==> src/rtl/hbd_pkg.sv <==
package hbd_pkg;

    localparam int MAX_REGS  = 4;
    localparam int IMM_BYTES = 8;
    localparam int POS_W     = 4;
    localparam int LANES     = MAX_REGS + IMM_BYTES;

    typedef enum logic [2:0] {
        FMT_N    = 3'd0,
        FMT_RR   = 3'd1,
        FMT_RRR  = 3'd2,
        FMT_RRRR = 3'd3,
        FMT_RI   = 3'd4,
        FMT_RRI  = 3'd5
    } fmt_e;

    typedef enum logic [1:0] {
        ERR_NONE   = 2'd0,
        ERR_OPCODE = 2'd1,
        ERR_REG    = 2'd2,
        ERR_TRUNC  = 2'd3
    } err_e;

    typedef enum logic [1:0] {
        ST_IDLE  = 2'd0,
        ST_OPC   = 2'd1,
        ST_PARAM = 2'd2
    } st_e;

    function automatic logic [POS_W-1:0] fmt_nregs(fmt_e f);
        case (f)
            FMT_RR:   return POS_W'(2);
            FMT_RRR:  return POS_W'(3);
            FMT_RRRR: return POS_W'(4);
            FMT_RI:   return POS_W'(1);
            FMT_RRI:  return POS_W'(2);
            default:  return '0;
        endcase
    endfunction

    function automatic logic fmt_has_imm(fmt_e f);
        return (f == FMT_RI) || (f == FMT_RRI);
    endfunction

    function automatic logic [POS_W-1:0] fmt_len(fmt_e f);
        return POS_W'(1) + fmt_nregs(f) + (fmt_has_imm(f) ? POS_W'(IMM_BYTES) : '0);
    endfunction

endpackage

==> src/rtl/hbd_opclass.sv <==
module hbd_opclass
    import hbd_pkg::*;
(
    input  logic [7:0] opcode,
    output fmt_e       fmt,
    output logic       known
);

    always_comb begin
        known = 1'b1;
        fmt   = FMT_N;
        if (opcode inside {8'd0, 8'd45}) begin
            fmt = FMT_N;
        end else if (opcode inside {[8'd1:8'd11], [8'd46:8'd47]}) begin
            fmt = FMT_RRR;
        end else if (opcode inside {8'd12, 8'd48}) begin
            fmt = FMT_RRRR;
        end else if (opcode inside {8'd13, 8'd14, 8'd28}) begin
            fmt = FMT_RR;
        end else if (opcode inside {8'd29, 8'd38}) begin
            fmt = FMT_RI;
        end else if (opcode inside {[8'd18:8'd27], [8'd30:8'd37],
                                    [8'd39:8'd44], [8'd49:8'd50]}) begin
            fmt = FMT_RRI;
        end else begin
            known = 1'b0;
        end
    end

endmodule

==> src/rtl/hbd_fieldmap.sv <==
module hbd_fieldmap
    import hbd_pkg::*;
(
    input  logic                 en,
    input  fmt_e                 fmt,
    input  logic [POS_W-1:0]     pos,
    output logic [MAX_REGS-1:0]  reg_we,
    output logic [IMM_BYTES-1:0] imm_we,
    output logic                 last
);

    logic [POS_W-1:0] nregs;
    logic [POS_W-1:0] imm_rel;
    logic             in_regs;
    logic             in_imm;

    assign nregs   = fmt_nregs(fmt);
    assign in_regs = (pos != '0) && (pos <= nregs);
    assign in_imm  = fmt_has_imm(fmt) && (pos > nregs);
    assign imm_rel = pos - nregs - POS_W'(1);
    assign last    = (pos == fmt_len(fmt) - POS_W'(1));

    for (genvar k = 0; k < MAX_REGS; k++) begin : g_reg_lane
        assign reg_we[k] = en && in_regs && (pos == POS_W'(k + 1));
    end

    for (genvar k = 0; k < IMM_BYTES; k++) begin : g_imm_lane
        assign imm_we[k] = en && in_imm && (imm_rel == POS_W'(k));
    end

endmodule

==> src/rtl/hbd_decoder.sv <==
module hbd_decoder
    import hbd_pkg::*;
#(
    parameter int REG_LIMIT = 60,
    parameter int OFF_W     = 16
) (
    input  logic                      clk,
    input  logic                      rst_n,
    input  logic                      in_valid,
    output logic                      in_ready,
    input  logic [7:0]                in_data,
    input  logic                      in_sop,
    input  logic                      in_eop,
    output logic                      rec_valid,
    output logic [7:0]                rec_opcode,
    output logic [2:0]                rec_fmt,
    output logic [POS_W-1:0]          rec_len,
    output logic [MAX_REGS*8-1:0]     rec_regs,
    output logic [IMM_BYTES*8-1:0]    rec_imm,
    output logic [OFF_W-1:0]          rec_offset,
    output logic                      err_valid,
    output logic [1:0]                err_code,
    output logic [OFF_W-1:0]          err_offset,
    output logic [POS_W-1:0]          err_pos,
    output logic [7:0]                err_value
);

    localparam logic [7:0] REG_LIM_B = 8'(REG_LIMIT);
    localparam int         REGS_W    = MAX_REGS * 8;
    localparam int         IMM_W     = IMM_BYTES * 8;

    typedef struct packed {
        st_e               st;
        logic [7:0]        op;
        fmt_e              fmt;
        logic [POS_W-1:0]  pos;
        logic [OFF_W-1:0]  nxt_off;
        logic [OFF_W-1:0]  start;
        logic [REGS_W-1:0] regs;
        logic [IMM_W-1:0]  imm;
        logic              rv;
        logic [7:0]        r_op;
        fmt_e              r_fmt;
        logic [POS_W-1:0]  r_len;
        logic [REGS_W-1:0] r_regs;
        logic [IMM_W-1:0]  r_imm;
        logic [OFF_W-1:0]  r_off;
        logic              ev;
        err_e              e_code;
        logic [OFF_W-1:0]  e_off;
        logic [POS_W-1:0]  e_pos;
        logic [7:0]        e_val;
    } state_t;

    state_t state_d, state_q;

    fmt_e                 cls_fmt;
    logic                 cls_known;
    logic [MAX_REGS-1:0]  reg_we;
    logic [IMM_BYTES-1:0] imm_we;
    logic                 fm_last;
    logic                 op_byte;
    logic                 par_byte;
    logic [LANES-1:0]     lane_we;

    assign in_ready = 1'b1;
    assign op_byte  = in_valid && (in_sop || (state_q.st == ST_OPC));
    assign par_byte = in_valid && !in_sop && (state_q.st == ST_PARAM);
    assign lane_we  = {imm_we, reg_we};

    hbd_opclass u_opclass (
        .opcode (in_data),
        .fmt    (cls_fmt),
        .known  (cls_known)
    );

    hbd_fieldmap u_fieldmap (
        .en     (par_byte),
        .fmt    (state_q.fmt),
        .pos    (state_q.pos),
        .reg_we (reg_we),
        .imm_we (imm_we),
        .last   (fm_last)
    );

    always_comb begin
        logic [OFF_W-1:0]  op_off;
        logic [REGS_W-1:0] regs_n;
        logic [IMM_W-1:0]  imm_n;

        state_d    = state_q;
        state_d.rv = 1'b0;
        state_d.ev = 1'b0;
        op_off     = in_sop ? '0 : state_q.nxt_off;
        regs_n     = state_q.regs;
        imm_n      = state_q.imm;

        for (int k = 0; k < MAX_REGS; k++) begin
            if (reg_we[k]) regs_n[k*8 +: 8] = in_data;
        end
        for (int k = 0; k < IMM_BYTES; k++) begin
            if (imm_we[k]) imm_n[k*8 +: 8] = in_data;
        end

        if (op_byte) begin
            state_d.nxt_off = op_off + OFF_W'(1);
            if (!cls_known) begin
                state_d.ev     = 1'b1;
                state_d.e_code = ERR_OPCODE;
                state_d.e_off  = op_off;
                state_d.e_pos  = '0;
                state_d.e_val  = in_data;
                state_d.st     = ST_IDLE;
            end else if (cls_fmt == FMT_N) begin
                state_d.rv     = 1'b1;
                state_d.r_op   = in_data;
                state_d.r_fmt  = FMT_N;
                state_d.r_len  = fmt_len(FMT_N);
                state_d.r_regs = '0;
                state_d.r_imm  = '0;
                state_d.r_off  = op_off;
                state_d.st     = in_eop ? ST_IDLE : ST_OPC;
            end else if (in_eop) begin
                state_d.ev     = 1'b1;
                state_d.e_code = ERR_TRUNC;
                state_d.e_off  = op_off;
                state_d.e_pos  = POS_W'(1);
                state_d.e_val  = '0;
                state_d.st     = ST_IDLE;
            end else begin
                state_d.op    = in_data;
                state_d.fmt   = cls_fmt;
                state_d.pos   = POS_W'(1);
                state_d.start = op_off;
                state_d.regs  = '0;
                state_d.imm   = '0;
                state_d.st    = ST_PARAM;
            end
        end else if (par_byte) begin
            state_d.nxt_off = state_q.nxt_off + OFF_W'(1);
            if ((|reg_we) && (in_data >= REG_LIM_B)) begin
                state_d.ev     = 1'b1;
                state_d.e_code = ERR_REG;
                state_d.e_off  = state_q.start;
                state_d.e_pos  = state_q.pos;
                state_d.e_val  = in_data;
                state_d.st     = ST_IDLE;
            end else if (fm_last) begin
                state_d.rv     = 1'b1;
                state_d.r_op   = state_q.op;
                state_d.r_fmt  = state_q.fmt;
                state_d.r_len  = fmt_len(state_q.fmt);
                state_d.r_regs = regs_n;
                state_d.r_imm  = imm_n;
                state_d.r_off  = state_q.start;
                state_d.st     = in_eop ? ST_IDLE : ST_OPC;
            end else if (in_eop) begin
                state_d.ev     = 1'b1;
                state_d.e_code = ERR_TRUNC;
                state_d.e_off  = state_q.start;
                state_d.e_pos  = state_q.pos + POS_W'(1);
                state_d.e_val  = '0;
                state_d.st     = ST_IDLE;
            end else begin
                state_d.regs = regs_n;
                state_d.imm  = imm_n;
                state_d.pos  = state_q.pos + POS_W'(1);
            end
        end
    end

    always_ff @(posedge clk or negedge rst_n) begin
        if (!rst_n) state_q <= '0;
        else        state_q <= state_d;
    end

    assign rec_valid  = state_q.rv;
    assign rec_opcode = state_q.r_op;
    assign rec_fmt    = state_q.r_fmt;
    assign rec_len    = state_q.r_len;
    assign rec_regs   = state_q.r_regs;
    assign rec_imm    = state_q.r_imm;
    assign rec_offset = state_q.r_off;
    assign err_valid  = state_q.ev;
    assign err_code   = state_q.e_code;
    assign err_offset = state_q.e_off;
    assign err_pos    = state_q.e_pos;
    assign err_value  = state_q.e_val;

endmodule

==> config.mk <==
export PLATFORM = sky130hd
export DESIGN_NAME = hbd_decoder
export DESIGN_NICKNAME = d
export VERILOG_FILES = /design/src/rtl/hbd_pkg.sv /design/src/rtl/hbd_opclass.sv /design/src/rtl/hbd_fieldmap.sv /design/src/rtl/hbd_decoder.sv
export SDC_FILE = /design/constraint.sdc
export NUM_CORES = 1
export LEC_CHECK = 0
export ABC_CLOCK_PERIOD_IN_PS = 3400
export BUFFER_PORTS_ARGS = -buffer_cell sky130_fd_sc_hd__buf_4
export CORE_MARGIN = 10
export CORE_UTILIZATION = 25
export DETAILED_ROUTE_END_ITERATION = 8
export PLACE_DENSITY = 0.51
export SLEW_MARGIN = 40
export SYNTH_ARGS = -nofsm -noshare
export SYNTH_HDL_FRONTEND = slang
export SYNTH_HIERARCHICAL = 1
export SYNTH_SLANG_ARGS = --single-unit
==> constraint.sdc <==
create_clock -name clk -period 3.4 [get_ports clk]
set_input_delay 0.17 -clock clk [delete_from_list [all_inputs] [get_ports clk]]
set_output_delay 0.17 -clock clk [all_outputs]
set_load 0.02 [all_outputs]
== Word level (Yosys, flattened, before mapping) ==
Index checks and enable logic that the tools add are counted.

* Logic and storage cells: 198
* Input port bits: 13
* Flip-flop bits (word level): 304
* Output and inout bits: 160

* Bitwise logic cells: 2
* Muxes and demuxes: 64
* $add $sub $neg: 10
* Order comparisons: 15
* Equal/unequal tests: 37
* Reductions and logical operators: 50

{| class="wikitable"
|+ Operators by type and width
! kind !! number
|-
| $mux W255 || 2
|-
| $mux W224 || 2
|-
| $mux W96 || 4
|-
| $mux W128 || 2
|-
| $mux W31 || 6
|-
| $mux W8 || 12
|-
| $mux W4 || 11
|-
| $mux W20 || 2
|-
| $add A16 B1 Y16 const B || 2
|-
| $ge A8 B6 Y1 const B || 4
|-
| $le A8 B6 Y1 const B || 4
|-
| $logic_and A1 B1 Y1 || 26
|-
| $eq A8 B4 Y1 const B || 3
|-
| $eq A8 B6 Y1 const B || 3
|-
| $eq A4 B3 Y1 const B || 5
|-
| $mux W3 || 6
|-
| $eq A4 B2 Y1 const B || 4
|-
| $eq A8 B5 Y1 const B || 2
|-
| $ge A8 B5 Y1 const B || 2
|-
| $mux W16 || 1
|-
| $mux W2 || 8
|-
| $pmux W3 S4 || 1
|-
| $reduce_bool A2 Y1 || 6
|-
| $reduce_bool A4 Y1 || 3
|-
| 36 further kinds || 57
|}

== Longest topological paths before layout ==
Gate-level depths: netlist of run 1.

* Word-level depth: 18
* Depth in mapped cells: 18
* Gate-level depth less buffers: 14

== By module ==
Netlist of run 1, hierarchy kept.

{| class="wikitable"
|+ Modules (own cells, without submodules)
! module !! area an instance (um^2) !! cells an instance !! sequential area each (um^2) !! times used
|-
| hbd_decoder || 14,271.2 || 1,326 || 7,607.3 || 1
|-
| hbd_fieldmap || 434.2 || 59 || 0.0 || 1
|-
| hbd_opclass || 317.8 || 50 || 0.0 || 1
|}

== Worst setup path after synthesis of run 1 ==
Ideal clock, no wire load.

* Path kind: register -> register
* Start point: reg state_q[292] in the netlist's numbering
* End point: reg state_q[183] in the netlist's numbering
* Stages on the path, launching flop included: 16
* Period minus slack after synthesis: 3.611 ns
* Buffers on the path: 2
* Data required time: 3.279 ns
* Setup time: 0.121 ns
* Arrival time: 3.490 ns
* Slack: -0.211 ns
* Path through: dfrtp_1 -> nand2b_1 -> a21o_1 -> inv_1 -> ha_1 -> nand3_1 -> a21oi_2 -> o21ai_1 -> nor4b_2 -> buf_4 -> or4_4 -> o31a_1 -> a2111oi_4 -> buf_6 -> o22ai_4 -> a22o_1

* Elaborated cells on any way between the ends: 38
* Those cells by class: 5 x add/sub; 2 x order compare; 9 x eq/ne; 8 x mux; 14 x reduce/logical

{| class="wikitable"
|+ RTL lines
! element !! line !! text
|-
| start: declaration || hbd_decoder.sv:55 || <nowiki>state_t state_d, state_q;</nowiki>
|-
| start signal: assignment || hbd_decoder.sv:174 || <nowiki>else state_q <= state_d;</nowiki>
|-
| $eq A3 B3 Y1 or $eq A3 B1 Y1 (tied branches) || hbd_pkg.sv:31 || <nowiki>case (f)</nowiki>
|-
| $reduce_or A2 Y1 (no source line) || - ||
|-
| $pmux W3 S4 * || hbd_pkg.sv:31 ||
|-
| $le A4 B3 Y1 * || hbd_fieldmap.sv:18 || <nowiki>assign in_regs = (pos != '0) && (pos <= nregs);</nowiki>
|-
| $logic_and A1 B1 Y1 * || hbd_fieldmap.sv:18 ||
|-
| $logic_and A1 B1 Y1 * (2 in a row) || hbd_fieldmap.sv:24 || <nowiki>assign reg_we[k] = en && in_regs && (pos == POS_W'(k + 1));</nowiki>
|-
| net reg_we[3] || hbd_decoder.sv:59 || <nowiki>logic [MAX_REGS-1:0] reg_we;</nowiki>
|-
| $reduce_or A4 Y1 * || hbd_decoder.sv:141 || <nowiki>if ((|reg_we) && (in_data >= REG_LIM_B)) begin</nowiki>
|-
| $logic_and A1 B1 Y1 * || hbd_decoder.sv:141 ||
|-
| $ne A2 B2 Y1 (no source line) * || - ||
|-
| $reduce_and A7 Y1 (no source line) * || - ||
|}

Mark *: on every way through the listed nets, which the timed path passes. The rest lies on a longest branch. The select of a mux whose other input is x is not followed.
A chain may end at the register's enable or synchronous reset.

== Worst setup path in the final report of run 1 ==
* Start point: reg state_q[293] in the netlist's numbering
* End point: reg state_q[185] in the netlist's numbering

Same word-level chain as after synthesis.

==> results of run 1 <==
[routing by layer]
layer	GRT usage [%]	share of wire, %	vias up
li1	-	-	5091
met1	16.7	46	5571
met2	20.1	47	265
met3	3.02	4.9	63
met4	3.43	2.0	0
met5	0	0	-
[state kept, by name, indices dropped and copies added (netlist names), 2 cells and up]
register and cells:
state_q 145, err_offset 16, rec_opcode 8, rec_fmt 3, err_pos 4, err_code 2, rec_regs 32, rec_offset 16
rec_imm 64, rec_len 4, err_value 8
[worst paths after layout]
check                                    startpoint                       end  slack, ns  cells past startpoint
min reg2reg                state_q[300]$_DFFE_PN0P_  state_q[300]$_DFFE_PN0P_       0.48                      2
max reg2reg                state_q[293]$_DFFE_PN0P_  state_q[185]$_DFFE_PN0P_       -0.1                     16
max                        state_q[293]$_DFFE_PN0P_  state_q[185]$_DFFE_PN0P_       -0.1                     16
min in group asynchronous                     rst_n   rec_imm[14]$_DFFE_PN0P_       0.27                      2
max in group asynchronous                     rst_n  state_q[293]$_DFFE_PN0P_       2.03                      3
min                                      in_data[1]  state_q[295]$_DFFE_PN0P_       0.05                      3
[cells by family after synthesis]
logic type	Yosys count	share of synthesized area (%)
buffers and inverters	305	12.1
XOR/XNOR	17	0.991
adder cells (fa/ha/maj)	8	0.700
AO/OA/AOI/OAI	337	17.0
flip-flops	304	50.6
AND/OR/NAND/NOR	364	11.9
other	1	0.0250
multiplexers	99	6.60
[layout make-up]
type                    count  area (um2)  area share [%]
flip-flops and latches    304        7610            41.2
multi-input cells         827        5930            32.1
clock buffers              51        1080            5.85
inverters                  26         100           0.542
repair buffers            284        2590            14.1
well taps                 773         967            5.24
clock inverters            13         183           0.989
[worst reg2reg max path, delay by kind of cell (launching register included)]
family / cells / cell delay, ns
adder cells (fa/ha/maj): 1 / 0.20
buffers and inverters: 4 / 0.56
AND/OR/NAND/NOR: 4 / 0.84
flip-flops: 1 / 0.43
AO/OA/AOI/OAI: 7 / 1.32
[placed cells by master, fill, tap and decap left out, types with 5 or more instances in the layout]
cell type,Yosys,final
sky130_fd_sc_hd__clkbuf_16,0,44
sky130_fd_sc_hd__and2_1,20,15
sky130_fd_sc_hd__buf_12,0,15
sky130_fd_sc_hd__nor3_1,11,10
sky130_fd_sc_hd__nand2_1,91,91
sky130_fd_sc_hd__buf_8,0,7
sky130_fd_sc_hd__xor2_1,5,5
sky130_fd_sc_hd__and3_1,11,10
sky130_fd_sc_hd__buf_4,163,237
sky130_fd_sc_hd__clkbuf_8,0,8
sky130_fd_sc_hd__a32o_1,24,24
sky130_fd_sc_hd__buf_6,4,14
sky130_fd_sc_hd__a21o_1,6,6
sky130_fd_sc_hd__o22ai_4,5,11
sky130_fd_sc_hd__clkbuf_1,61,5
sky130_fd_sc_hd__o21ai_2,0,16
sky130_fd_sc_hd__nor2_1,62,61
sky130_fd_sc_hd__a22oi_1,8,8
sky130_fd_sc_hd__mux2i_1,98,97
sky130_fd_sc_hd__o21ai_1,2,38
sky130_fd_sc_hd__nand2b_1,10,9
sky130_fd_sc_hd__nand3_1,118,113
sky130_fd_sc_hd__clkinv_2,0,6
sky130_fd_sc_hd__a22o_1,72,72
sky130_fd_sc_hd__inv_1,25,22
sky130_fd_sc_hd__o21ai_0,132,79
sky130_fd_sc_hd__a221o_1,34,34
sky130_fd_sc_hd__o211ai_1,6,6
sky130_fd_sc_hd__xnor2_1,12,12
sky130_fd_sc_hd__a21oi_1,12,12
sky130_fd_sc_hd__dfrtp_1,304,302
[power groups by stage]
stage / Combinational [mW] / Clock (mW) / Sequential (mW)
floorplan: 0.660 / 0 / 3.89
global placement: 1.01 / 0 / 3.91
detailed placement: 1.03 / 0 / 3.91
global route: 1.20 / 4.39 / 3.86
CTS: 1.07 / 4.24 / 3.85
finish: 1.10 / 4.11 / 3.84
[cells in the mapped netlist, drive strengths merged, types with 2 or more instances]
master	number	area (um2)
dfrtp	304	7610
buf	217	1490
o21ai	134	671
nand3	118	591
mux2i	98	981
nand2	91	342
a22o	72	631
clkbuf	62	234
nor2	62	233
a221o	34	340
inv	26	97.6
a32o	24	240
and2	20	125
o22ai	14	181
a21oi	13	68.8
and3	12	76.3
nor3	12	65.1
xnor2	12	105
nand2b	10	62.6
a22oi	8	60.1
nor4	7	43.8
or2	7	48.8
a21o	6	45.0
ha	6	75.1
o211ai	6	45.0
o31ai	5	42.5
xor2	5	43.8
a31oi	4	25.0
nand4	4	25.0
a2111oi	3	82.6
nand3b	3	22.5
nand4b	3	26.3
nor3b	3	22.5
or4	3	30.0
a211o	2	17.5
a311oi	2	17.5
nor2b	2	12.5
nor4b	2	23.8
o31a	2	17.5
or3	2	12.5
[repair_timing]
item                                    CTS  global route
endpoints found under the setup margin  160           233
resized for setup                        22           119
setup buffers                            14            12
pin swaps                                58            26
hold endpoints to repair                 74             0
cloned                                    1            12
hold buffers                              2             0
==> metrics list, run 1 <==
- The layout has 6,065 filler cells.
- Skew-Pair Late Insertion Delay: 0.55 ns
* Wire length per cell after detailed routing: 20.9 um
* Mapped cell area: 15,000 um2
- On the critical path, the stage with the largest delay is an instance of sky130_fd_sc_hd__or4_4.
- Net switching is 26.1% of the power.
- The die is 265 um wide.
- Routed Wire Length: 47.5 mm
* Largest stage delay on the critical path: 0.54 ns
* Max-cap viol count: 0
* Class of the most critical hold timing path: input port to flip-flop
* Most numerous cell on the critical path: sky130_fd_sc_hd__buf_12
- # DRC: 0
- Mean cell area of the mapped netlist: 10.5 um2
- Power comes to 9.06 mW.
- Critical path fanouts, max: 8
- Global-route wire length before repair: 68.9 mm
- Internal power comes to 6.69 mW.
* Post-route clock skew: 0.0308 ns
- From synthesis to final layout, the design area changed by 22.9%.
* Warnings, synthesis: 6
- Number of levels the H-tree was split into: 2
- Utilization after layout: 31.2%
- Number of antenna cells inserted: 0
- In this run the deepest clock path goes through 3 buffers.
- Remaining number of nets flagged by the antenna check after routing: 0
* Maximum number of pins on one net before global-route repair: 108
- Clock tree synthesis found a total of 304 sinks.
- Yosys mapped the design onto 71 distinct sky130hd cell types.
- Initial cell density of the core: 25.4%
- Final Max Tran Viols: 0
* # port buffers: 171
* Failing checks: setup timing
* Synthesized instance count: 1,435
- HPWL after detailed placement: 30.5 mm
* Synth Net Count: 1,455
- For this block, the via count after detailed routing is 10,990.
* TNS Setup: -3.77 ns
* Number of primary I/O pins: 173
* Number of enable flip-flop cells after synthesis: 0
* Critical path buffers and inverters: 4
* Endpoints failing hold: 0
* Standard cell core area: 59,200 um2
- Setup slack at placement: -0.281 ns
* Result of the run: complete, but fails checks
- Worst voltage drop across the vdd grid: 0.000263 V
- Kind of capture point of the worst setup path: flip-flop
* Final cell area excluding filler cells: 18,500 um2
- Largest delay share family, worst path: compound AO/OA/AOI/OAI gates
- Once layout is complete, the cells apart from fillers number 2,278.
- Static timing analysis puts the maximum clock frequency at 286 MHz.
- Dividing the detail-routed via count by the number of cells gives 4.82.
* Cell Chain, Critical Path: nand2b_1, a21o_1, inv_2, ha_4, nand3_4, a21oi_4, o21ai_4, nor4b_4, or4_4, o31a_1, buf_12, a2111oi_4, buf_6, buf_12, o22ai_4, a22o_1
- Sequential cell area fraction in the yosys report: 50.6%
- Data arrival time of the critical path: 3.92 ns
* Initial DRT Pass Iterations: 5
- Setup violations remaining at the end of the flow were counted as 65.
* Root Buffer Master: sky130_fd_sc_hd__clkbuf_16
- Hold is met by 0.0462 ns.
* Final period utilization: 103%
* CP Launch Type: flip-flop
* Normalized max-slew margin: 49.3%
* Floorplan row count: 89
- Sw power: 2.36 mW
* Part of the power in combinational logic: 12.2%
- For this block, the initial DRC count from the detailed router was 748.
* Final worst slack: -0.0988 ns
- Slew of the pin with the lowest slew margin: 0.758 ns
* Die Area: 70,300 um2
- TritonCTS created 37 clock buffers.
- Number of antenna violations at the first check in global routing: 0
- Post-synthesis register bit count: 304
- Post-synthesis async set-or-reset flop share: 100%
* RSZ-0062 raised after global routing: yes
- Of the cells placed in the final design, the portion with a size suffix greater than 1 is 27.8%.
- Global routing consumed, over all layers together, 12.6% of the routing resources.
* Chip Height: 265 um
- Flop pwr share: 42.5%
- For this run, the leading register cell type out of synthesis is sky130_fd_sc_hd__dfrtp_1.
- Total congestion overflow after global routing: 0
* Clk network pwr share: 45.4%
* Areal power density over the cells: 491 nW/um2
* Via count of the first global-routing pass: 10,755
- The congestion estimate from routability-driven global placement came to 0.820.
* Final critical path time including I/O delays and setup: 3.50 ns
* Required time of the worst setup path: 3.82 ns
- TritonCTS clock tree: yes
- Category of the critical setup timing path: flip-flop to flip-flop
- For this run, the post-layout net count is 1,500.
* Placed Area: 16,300 um2
- Total leakage power: 8.07 nW
- Placed cells: 2,173
* Clock transition at the registers of the reported paths: 0.06 ns
No activity file was read; power rests on OpenSTA's default activity.
==> run 2, diff against run 1 <==
PLACE_DENSITY = default   (was 0.51)
PLACE_DENSITY_LB_ADDON = 0.12   (was default)
==> run 2 against run 1 <==
Compared with the run above: the run still ends with setup timing left; wire length increased by 1.6%; highest routed layer unchanged; fmax grew 1.7%; critical endpoint is now state_q[221]$_DFFE_PN0P_; utilization fell by 0.061 points; largest power group unchanged; via count shrank 2.1%; non-clock buffer count rose by 4; hold slack improved by 0.030 ns.
==> metrics list, run 2 (synthesized netlist as in run 1, its figures left out) <==
* Result of the run: complete, but fails checks
* Failing checks: setup timing
- In this design, the stage delay of the slowest critical-path cell is 0.54 ns.
- Before antenna repair, the detailed router went through 5 iterations.
* Category of the critical setup timing path: flip-flop to flip-flop
- The number of endpoints with negative hold slack in the final report came to 0.
- Post-route clock skew: 0.0150 ns
- The HPWL after detailed placement is 31.7 mm.
- Count of nets after finishing: 1,506
- Worst voltage drop across the vdd grid: 0.000280 V
- Global routing finished with a remaining overflow of 0.
* Count of routing violations after the opening detailed-route iteration: 645
- In the post-route analysis, the smallest setup slack over all paths is -0.0415 ns.
- # port buffers: 171
- state_q holds more flip-flops than any other register.
- The floorplan has 89 rows.
* Beginning of the worst register-to-register path: state_q[292]$_DFFE_PN0P_
- The filler cells instantiated in the layout total 6,141.
* Maximum number of pins on one net before global-route repair: 89
- The analysis attributes to cell leakage a power of 8.09 nW.
- The floorplan step set the die width to 265 um.
- Most frequent cells in the layout: sky130_fd_sc_hd__dfrtp_1 (302), sky130_fd_sc_hd__buf_4 (254), sky130_fd_sc_hd__o21ai_0 (132)
- Most frequent standard cell in the layout excluding fill and tap cells: sky130_fd_sc_hd__dfrtp_1
- Final cell area excluding filler cells: 18,400 um2
- Clock sink total: 304
- Proportion of layout cells with a drive suffix above 1: 27.0%
- Setup violations remaining at the end of the flow were counted as 61.
- Cell Chain, Critical Path: nand2b_4, a21o_1, inv_2, ha_4, nand3_4, a21oi_4, o21ai_4, nor4b_4, or4_4, o31a_1, buf_6, a2111oi_4, buf_6, buf_12, o22ai_4, a22o_1
- Before CTS, the worst setup slack after placement is -0.207 ns.
- Via count of the first global-routing pass: 11,088
- Setup repair after global routing could not meet its margin everywhere.
- Critical path fanouts, max: 8
- Across all layers, the routed design uses 10,754 vias.
- Max-cap viol count: 0
- Number of non-filler instances in the completed layout: 2,291
- Worst path slowest cell: sky130_fd_sc_hd__or4_4
* Standard cell core area: 59,200 um2
- Dividing the detail-routed wire length by the instance count gives 21.1 um.
- Normalized max-slew margin: 47.9%
- Area growth from synthesis to layout: 22.7%
* CP Launch Type: flip-flop
* Final Max Tran Viols: 0
* TritonCTS clock tree: yes
- The final critical path takes up 101% of the cycle.
* Required time of the worst setup path: 3.83 ns
* Remaining number of nets flagged by the antenna check after routing: 0
- Highest Clock Rate: 291 MHz
- Placed cells: 2,196
- Number of antenna violations at the first check in global routing: 0
- At the later pin of the worst-skew pair, clock insertion delay measures 0.55 ns.
- The most numerous cell type found on the critical path is sky130_fd_sc_hd__buf_6.
- Global-route usage over all layers: 13.3%
- Number of antenna cells inserted: 0
* Flip-flop count of the largest register after layout: 145
* # DRC: 0
- Power spread over the standard cell area amounts to 511 nW/um2.
* Post-DR vias/cell: 4.69
* Placed Area: 16,500 um2
- RD Place Congestion: 0.758
* Total design power: 9.42 mW
- Die Area: 70,300 um2
- In this run the vertical extent of the chip is 265 um.
- Total clock buffers created by CTS: 40
- 173 I/O pins were placed.
- Maximum buffer depth of the clock tree: 3
- CTS built an H-tree with a depth of 2.
- Clock transition at the registers of the reported paths: 0.06 ns
- Initial cell density of the core: 25.4%
- Launch point of the critical path: state_q[292]$_DFFE_PN0P_
* Global-route wire length before repair: 73.0 mm
* TNS Setup: -1.14 ns
- The tightest min-delay check is of the input port to asynchronous set/reset pin type.
- At the pin with the least slew margin, the transition time is 0.774 ns.
- Across all hold checks on the routed design, the worst slack comes to 0.0761 ns.
* Kind of capture point of the worst setup path: flip-flop
- Cells fill 31.1% of the core in the end.
* Data arrival time of the critical path: 3.87 ns
* Routed Wire Length: 48.3 mm
- Root Buffer Master: sky130_fd_sc_hd__clkbuf_16
- Final critical path time including I/O delays and setup: 3.44 ns
run 2: cell count changes in the layout (fill, tap and decap cells not counted), moves of 3 or more:
cell / change
sky130_fd_sc_hd__and2_2: +3
sky130_fd_sc_hd__buf_6: -6
sky130_fd_sc_hd__o21ai_2: -16
sky130_fd_sc_hd__o21ai_1: -37
sky130_fd_sc_hd__o21ai_0: +53
sky130_fd_sc_hd__buf_8: -4
sky130_fd_sc_hd__clkbuf_1: +3
sky130_fd_sc_hd__buf_4: +17
sky130_fd_sc_hd__nand3_2: -3
sky130_fd_sc_hd__clkbuf_8: +6
run 2: final timing paths:
check	cells after the start	slack (ns)	endpoint
hold / removal	2	0.08	rec_imm[12]$_DFFE_PN0P_
setup / recovery	16	-0.04	state_q[221]$_DFFE_PN0P_
max in group asynchronous	4	2.20	state_q[234]$_DFFE_PN0P_
hold reg to reg	2	0.48	state_q[301]$_DFFE_PN0P_
setup reg to reg	16	-0.04	state_q[221]$_DFFE_PN0P_
min in group clk	2	0.08	state_q[172]$_DFFE_PN0P_
run 2: report_power, final:
part           total (mW)  internal [mW]  leakage [nW]  switching (mW)
Combinational        1.10          0.434          3.21           0.670
Clock                4.45           2.75         0.687            1.70
Sequential           3.87           3.75          4.19           0.118
run 2: cell type report:
cell class	count	area (um2)	area share (%)
clock inverter	11	144	0.781
clock buffer	63	1250	6.78
timing repair buffer	288	2500	13.6
sequential	304	7610	41.3
tap	773	967	5.25
multi-input combinational	826	5860	31.8
inverter	26	97.6	0.530
run 2: worst max-delay path: cells and delay by family, from the launching register on:
| kind | cells | cell delay, ns |
|---|---|---|
| compound gates | 7 | 1.20 |
| fa+ha+maj | 1 | 0.20 |
| buf+inv | 4 | 0.60 |
| flops | 1 | 0.45 |
| simple gates | 4 | 0.85 |
run 2: per-layer routing:
metal	routed length (um)	global-route usage [%]	up-vias	share of wire, %
met5	0	0	-	0
met4	828	3.51	0	1.7
met3	2050	2.50	55	4.2
met2	22300	21.0	203	46
met1	23100	18.3	5404	48
li1	-	-	5092	-
run 2: timing repair:
item | CTS | global route
pin swaps | 10 | 40
setup buffers | 6 | 13
hold endpoints to repair | 88 | 0
endpoints found under the setup margin | 144 | 256
resized for setup | 16 | 33
gates cloned | 0 | 3
hold buffers | 3 | 0
